File: config.mk
export PLATFORM = sky130hd
export DESIGN_NAME = stereo_soft_atten
export DESIGN_NICKNAME = d
export VERILOG_FILES = /design/src/rtl/atten_pkg.sv /design/src/rtl/atten_ramp_ctl.sv /design/src/rtl/atten_gain_path.sv /design/src/rtl/stereo_soft_atten.sv
export SDC_FILE = /design/constraint.sdc
export NUM_CORES = 2
export LEC_CHECK = 0
export ABC_AREA = 1
export BUFFER_PORTS_ARGS = -buffer_cell sky130_fd_sc_hd__buf_2
export CORE_ASPECT_RATIO = 1.75
export CORE_MARGIN = 4
export CORE_UTILIZATION = 30
export DETAILED_ROUTE_END_ITERATION = 7
export SYNTH_ARGS = -nofsm -noshare
export SYNTH_HDL_FRONTEND = slang
export SYNTH_SLANG_ARGS = --single-unit
File: constraint.sdc
create_clock -name clk -period 22.9 [get_ports clk]
set_input_delay 1.145 -clock clk [delete_from_list [all_inputs] [get_ports clk]]
set_output_delay 1.145 -clock clk [all_outputs]
set_load 0.005 [all_outputs]
File: src/rtl/atten_pkg.sv
package atten_pkg;
  localparam int ATT_W = 11;               // level in eighth-dB units
  localparam int STEPS_PER_HALVING = 48;   // 6 dB span in eighth-dB units
  localparam int CODE_SHIFT = 2;           // one volume step = 4 units
  typedef logic [ATT_W-1:0] att_t;
  localparam att_t SILENT_CODE = att_t'(1023);

  typedef struct packed {
    logic load;
    att_t gainL;
    att_t gainR;
  } atten_ctl_t;
endpackage

File: src/rtl/atten_ramp_ctl.sv
module atten_ramp_ctl
  import atten_pkg::*;
#(
  parameter int DATA_W = 24,
  parameter int VOL_W = 8,
  parameter int ZC_TIMEOUT = 512
) (
  input  logic              clk,
  input  logic              rstN,
  input  logic              inValid,
  input  logic [DATA_W-1:0] smpL,
  input  logic [DATA_W-1:0] smpR,
  input  logic [VOL_W-1:0]  volA,
  input  logic [VOL_W-1:0]  volB,
  input  logic              muteA,
  input  logic              muteB,
  input  logic              linkEn,
  input  logic              freezeEn,
  input  logic              softEn,
  output atten_ctl_t        ctl
);
  localparam int CNT_W = $clog2(ZC_TIMEOUT + 1);
  localparam logic [CNT_W-1:0] CNT_LAST = CNT_W'(ZC_TIMEOUT - 1);

  logic [VOL_W-1:0] volBSel;
  att_t wantA, wantB, tgtA, tgtB;

  assign volBSel = linkEn ? volA : volB;
  assign wantA = muteA ? SILENT_CODE : (att_t'(volA) << CODE_SHIFT);
  assign wantB = muteB ? SILENT_CODE : (att_t'(volBSel) << CODE_SHIFT);

  // staged targets: frozen while freezeEn is high
  always_ff @(posedge clk or negedge rstN) begin
    if (!rstN) begin
      tgtA <= '0;
      tgtB <= '0;
    end else if (!freezeEn) begin
      tgtA <= wantA;
      tgtB <= wantB;
    end
  end

  for (genvar ch = 0; ch < 2; ch++) begin : gCh
    att_t tgt, cur, nxt;
    logic [DATA_W-1:0] smp;
    logic prevNeg, zeroCross, pending, fire;
    logic [CNT_W-1:0] quietCnt;

    assign tgt = (ch == 0) ? tgtA : tgtB;
    assign smp = (ch == 0) ? smpL : smpR;
    assign zeroCross = (smp == '0) || (smp[DATA_W-1] != prevNeg);
    assign pending = (cur != tgt);
    assign fire = zeroCross || (quietCnt == CNT_LAST);

    always_comb begin
      nxt = cur;
      if (!softEn) begin
        nxt = tgt;
      end else if (pending && fire) begin
        nxt = (tgt > cur) ? cur + att_t'(1) : cur - att_t'(1);
      end
    end

    always_ff @(posedge clk or negedge rstN) begin
      if (!rstN) begin
        cur      <= '0;
        prevNeg  <= 1'b0;
        quietCnt <= '0;
      end else if (inValid) begin
        cur     <= nxt;
        prevNeg <= smp[DATA_W-1];
        if (!softEn || !pending || fire) quietCnt <= '0;
        else quietCnt <= quietCnt + CNT_W'(1);
      end
    end
  end

  always_comb begin
    ctl.load  = inValid;
    ctl.gainL = gCh[0].nxt;
    ctl.gainR = gCh[1].nxt;
  end
endmodule

File: src/rtl/atten_gain_path.sv
module atten_gain_path
  import atten_pkg::*;
#(
  parameter int DATA_W = 24
) (
  input  logic              clk,
  input  logic              rstN,
  input  atten_ctl_t        ctl,
  input  logic [DATA_W-1:0] smpL,
  input  logic [DATA_W-1:0] smpR,
  output logic              outValid,
  output logic [DATA_W-1:0] outL,
  output logic [DATA_W-1:0] outR
);
  localparam int FRAC_W = 24;
  localparam int COEF_W = FRAC_W + 1;
  localparam int PROD_W = DATA_W + COEF_W + 1;
  localparam int IDX_W = $clog2(STEPS_PER_HALVING);
  localparam int SH_W = $clog2(PROD_W);
  localparam logic signed [PROD_W-1:0] SAT_HI =
    $signed({{(PROD_W-DATA_W+1){1'b0}}, {(DATA_W-1){1'b1}}});
  localparam logic signed [PROD_W-1:0] SAT_LO =
    $signed({{(PROD_W-DATA_W+1){1'b1}}, {(DATA_W-1){1'b0}}});

  function automatic logic [COEF_W-1:0] coefAt(int idx);
    real r;
    r = 2.0 ** (-real'(idx) / real'(STEPS_PER_HALVING));
    return COEF_W'($rtoi(r * (2.0 ** FRAC_W) + 0.5));
  endfunction

  logic [COEF_W-1:0] coefTab [STEPS_PER_HALVING];
  for (genvar k = 0; k < STEPS_PER_HALVING; k++) begin : gTab
    localparam logic [COEF_W-1:0] K_COEF = coefAt(k);
    assign coefTab[k] = K_COEF;
  end

  for (genvar ch = 0; ch < 2; ch++) begin : gCh
    att_t gain;
    logic signed [DATA_W-1:0] smp;
    logic [IDX_W-1:0] part;
    logic [SH_W-1:0] totShift;
    logic signed [PROD_W-1:0] prod, bias, rounded;
    logic [DATA_W-1:0] res, held;

    assign gain = (ch == 0) ? ctl.gainL : ctl.gainR;
    assign smp = $signed((ch == 0) ? smpL : smpR);
    assign part = IDX_W'(gain % att_t'(STEPS_PER_HALVING));
    assign totShift = SH_W'(FRAC_W) + SH_W'(gain / att_t'(STEPS_PER_HALVING));
    assign prod = smp * $signed({1'b0, coefTab[part]});
    assign bias = $signed(PROD_W'(1) << (totShift - SH_W'(1)));
    assign rounded = (prod + bias) >>> totShift;

    always_comb begin
      if (gain == SILENT_CODE) res = '0;
      else if (rounded > SAT_HI) res = SAT_HI[DATA_W-1:0];
      else if (rounded < SAT_LO) res = SAT_LO[DATA_W-1:0];
      else res = rounded[DATA_W-1:0];
    end

    always_ff @(posedge clk or negedge rstN) begin
      if (!rstN) held <= '0;
      else if (ctl.load) held <= res;
    end
  end

  always_ff @(posedge clk or negedge rstN) begin
    if (!rstN) outValid <= 1'b0;
    else outValid <= ctl.load;
  end

  assign outL = gCh[0].held;
  assign outR = gCh[1].held;
endmodule

File: src/rtl/stereo_soft_atten.sv
module stereo_soft_atten
  import atten_pkg::*;
#(
  parameter int DATA_W = 24,
  parameter int VOL_W = 8,
  parameter int ZC_TIMEOUT = 512
) (
  input  logic              clk,
  input  logic              rstN,
  input  logic              inValid,
  input  logic [DATA_W-1:0] inLeft,
  input  logic [DATA_W-1:0] inRight,
  input  logic [VOL_W-1:0]  volA,
  input  logic [VOL_W-1:0]  volB,
  input  logic              muteA,
  input  logic              muteB,
  input  logic              linkEn,
  input  logic              freezeEn,
  input  logic              softEn,
  output logic              outValid,
  output logic [DATA_W-1:0] outLeft,
  output logic [DATA_W-1:0] outRight
);
  atten_ctl_t ctlBus;

  atten_ramp_ctl #(.DATA_W(DATA_W), .VOL_W(VOL_W), .ZC_TIMEOUT(ZC_TIMEOUT)) ctl_i (
    .clk(clk), .rstN(rstN), .inValid(inValid), .smpL(inLeft), .smpR(inRight),
    .volA(volA), .volB(volB), .muteA(muteA), .muteB(muteB), .linkEn(linkEn),
    .freezeEn(freezeEn), .softEn(softEn), .ctl(ctlBus)
  );

  atten_gain_path #(.DATA_W(DATA_W)) path_i (
    .clk(clk), .rstN(rstN), .ctl(ctlBus), .smpL(inLeft), .smpR(inRight),
    .outValid(outValid), .outL(outLeft), .outR(outRight)
  );
endmodule

==> flow_summary.yaml <==
cts:
  cts_num_sinks: 111
  clk_transition_reported_paths_ns: 0.09
  cts-resized-gates: 0
  cts-hold-fix-buffers: 0
  total_number_of_h_tree_levels: 3
  buffers_inserted_by_post_cts_timing_repair: 0
  total_cts_buffers: 9
  clock_tree_from_tritoncts: "yes"
  deepest_clock_path_buffer_count: 2
  clock_latency_ns: 0.40
  clockRootBuffer: "clkbuf_16"
yosys:
  synth_top_area_cell: "fa_1"
  synth_top_flop_cell: "dfrtp_1"
  yosysMostFrequentCell: "nand2_1"
  gate_count_of_the_mapped_netlist: 8358
  ys_ff_latch: 111
  post_synth_num_cell_types: 68
  post_synth_arst_share: 1.00
  post_synthesis_mean_instance_area_um2: 7.15
  netlist.area_leader.share: 0.370
  synth-seq-area-share: 0.0465
  synth_nets: 10000
  ys_warnings: 0
  syn_area_um2: 59700
  synth_enable_flop_cells: 0
  synth_commonest_cells: "2002 x nand2_1, 1737 x inv_1, 1104 x fa_1"
  ys_top_cells_by_area: "fa_1 37%, nand2_1 13%, inv_1 11%"
grt:
  grt_first_pass_wirelength_um: 366000
  grt_overflow: 0
  vias_in_the_first_global_route: 59100
  grt_usage: 0.234
  antenna_found_initial: 8
  maximum_number_of_pins_on_one_net_before_global_route_repair: 68
setup_path:
  crit_path_max_fanout: 54
  critical_path.max_stage_delay_ns: 0.63
  cpMostUsedCell: "nand2_1"
  cp_data_arrival_time_ns: 21.15
  crit_type: "register to register"
  cp-start-kind: "register"
  crit_path_end_kind: "register"
  timing.critical_path.slowest_stage_cell: "a21boi_0"
  cp_data_required_time_ns: 23.19
sta:
  hold_viol: 0
  report.final.slew_viol_count: 0
  final_period_minus_worst_setup_slack_ns: 20.86
  worst_pin_slew_ns: 1.04
  layout_worst_path_cycle_share: 0.911
  maxSlewHeadroom: 0.301
  hold_ws_ns: 0.486
  rsz0062_at_grt: "no"
  finClkSkew_ns: 0.0196
  layout_setup_ws_ns: 2.04
  setup_tns_ns: 0
  highest_attainable_clock_frequency_mhz: 47.9
  final-setup-viol-count: 0
placed_design:
  post-dp-hpwl_um: 203000
  port_buffers: 120
  dpl_worst_slack_ns: 1.92
  globalplace.congestion: 1.02
  placed_cells_incl_taps: 10800
final_layout:
  layout-drive-gt1-share: 0.0550
  design.final.nets: 9871
  areaGrowthSynthToFinish_pct: 5.75
  stdcell_count: 10900
hold_path:
  holdCritPathClass: "register to register"
floorplanning:
  floorplan.initialDensity: 0.302
  fp.dieW_um: 345
  standard_cell_core_area_um2: 198000
  pin_count: 121
  design.die.area_um2: 207000
  die_height_um: 598
  placement_rows: 216
detailed_routing:
  vias: 55300
  drt-pass1-iter-count: 6
  route.antenna.remaining_nets: 0
  drt_drc_violations_left: 0
  viasPerCell: 5.10
  routed_wirelength_um: 243000
  starting_drc_count_in_detailed_routing: 3889
  route.detailed.wl_per_inst_um: 22.4
outcome:
  outcome: "finished, final reports clean"
run:
  drv.max_cap_violation_count: 0
-- routing by layer --
metal | GRT usage | share of wire | wire length [um]
met5 | 0 | 0.00025 | 60
met4 | 0.211 | 0.12 | 28100
met3 | 0.0346 | 0.056 | 13600
met2 | 0.431 | 0.52 | 125000
met1 | 0.224 | 0.31 | 76000
-- path summary, 6_finish.rpt --
path,slack (ns),start,cells after the start,end
setup / recovery,2.04,ctl_i.gCh[0].cur[9],104,path_i.outL[4]
max in group asynchronous,20.94,rstN,2,path_i.outR[5]
setup reg to reg,2.04,ctl_i.gCh[0].cur[9],104,path_i.outL[4]
min in group asynchronous,0.73,rstN,1,ctl_i.gCh[1].prevNeg
hold reg to reg,0.49,path_i.outL[14],2,path_i.outL[14]
hold / removal,0.49,path_i.outL[14],2,path_i.outL[14]
-- critical path: cells and delay by family, from the launching register on --
kind / cells / cell delay (ns)
AOI/OAI and AO/OA: 12 / 3.33
xor gates and xnor gates: 2 / 0.43
adders and majority gates: 11 / 5.44
buffers and inverters: 18 / 2.47
DFF: 1 / 0.39
and+or+nand+nor: 61 / 8.63
-- flip-flops by register name, summed over array words and instances, names as in the netlist --
name / flops
path_i.outValid: 1
path_i.outL: 24
path_i.outR: 24
ctl_i.gCh.quietCnt: 20
ctl_i.gCh.tgt: 18
ctl_i.gCh.prevNeg: 2
ctl_i.gCh.cur: 22
-- cell type report --
class | count | area [um^2]
antenna | 4 | 10.0
inverter | 1809 | 6800
fill | 21800 | 135000
multi-input combinational | 6055 | 48500
tap | 2616 | 3270
clock inverter | 7 | 96.3
timing repair buffer | 242 | 1520
clock buffer | 9 | 225
sequential | 111 | 2780
-- through the flow --
step,area (um^2),utilization
5_1_grt,63200,0.319
6_report,63200,0.319
3_5_place_dp,62800,0.318
4_1_cts,63200,0.319
3_3_place_gp,62800,0.318
2_1_floorplan,59700,-
-- layout by cell type (no fill, tap or decap), types with 8 or more instances in the layout --
| cell type | instances |
|---|---|
| a211oi_1 | 12 |
| a21boi_0 | 8 |
| a21oi_1 | 207 |
| a31oi_1 | 28 |
| buf_2 | 119 |
| buf_4 | 122 |
| clkbuf_16 | 9 |
| clkinv_1 | 28 |
| dfrtp_1 | 111 |
| fa_1 | 1104 |
| ha_1 | 467 |
| inv_1 | 1736 |
| inv_2 | 41 |
| mux2_2 | 8 |
| mux2i_1 | 23 |
| nand2_1 | 2001 |
| nand2_2 | 50 |
| nand2_4 | 12 |
| nand3_1 | 298 |
| nand3_2 | 8 |
| nand4_1 | 51 |
| nor2_1 | 897 |
| nor2_2 | 17 |
| nor2_4 | 8 |
| nor3_1 | 54 |
| o211ai_1 | 50 |
| o21ai_0 | 379 |
| o21ai_1 | 83 |
| o21bai_1 | 8 |
| o221ai_1 | 13 |
| o22ai_1 | 24 |
| o311ai_0 | 15 |
| or2_2 | 21 |
| xnor2_1 | 51 |
| xor2_1 | 72 |
-- logic make-up (layout without fill, tap and decap cells) --
family | Yosys count | after routing | share of synthesized area
AND/OR/NAND/NOR | 3450 | 3450 | 0.236
buffers and inverters | 2192 | 2067 | 0.143
AO/OA/AOI/OAI | 877 | 877 | 0.0830
flip-flops | 111 | 111 | 0.0465
adder cells (fa/ha/maj) | 1571 | 1571 | 0.468
multiplexers | 31 | 31 | 0.00536
other | 0 | 4 | 0
XOR/XNOR | 126 | 126 | 0.0185
Power is left out: the tool's default activity adds up to more than one toggle a clock period on the data nets, which glitch-free logic cannot reach.
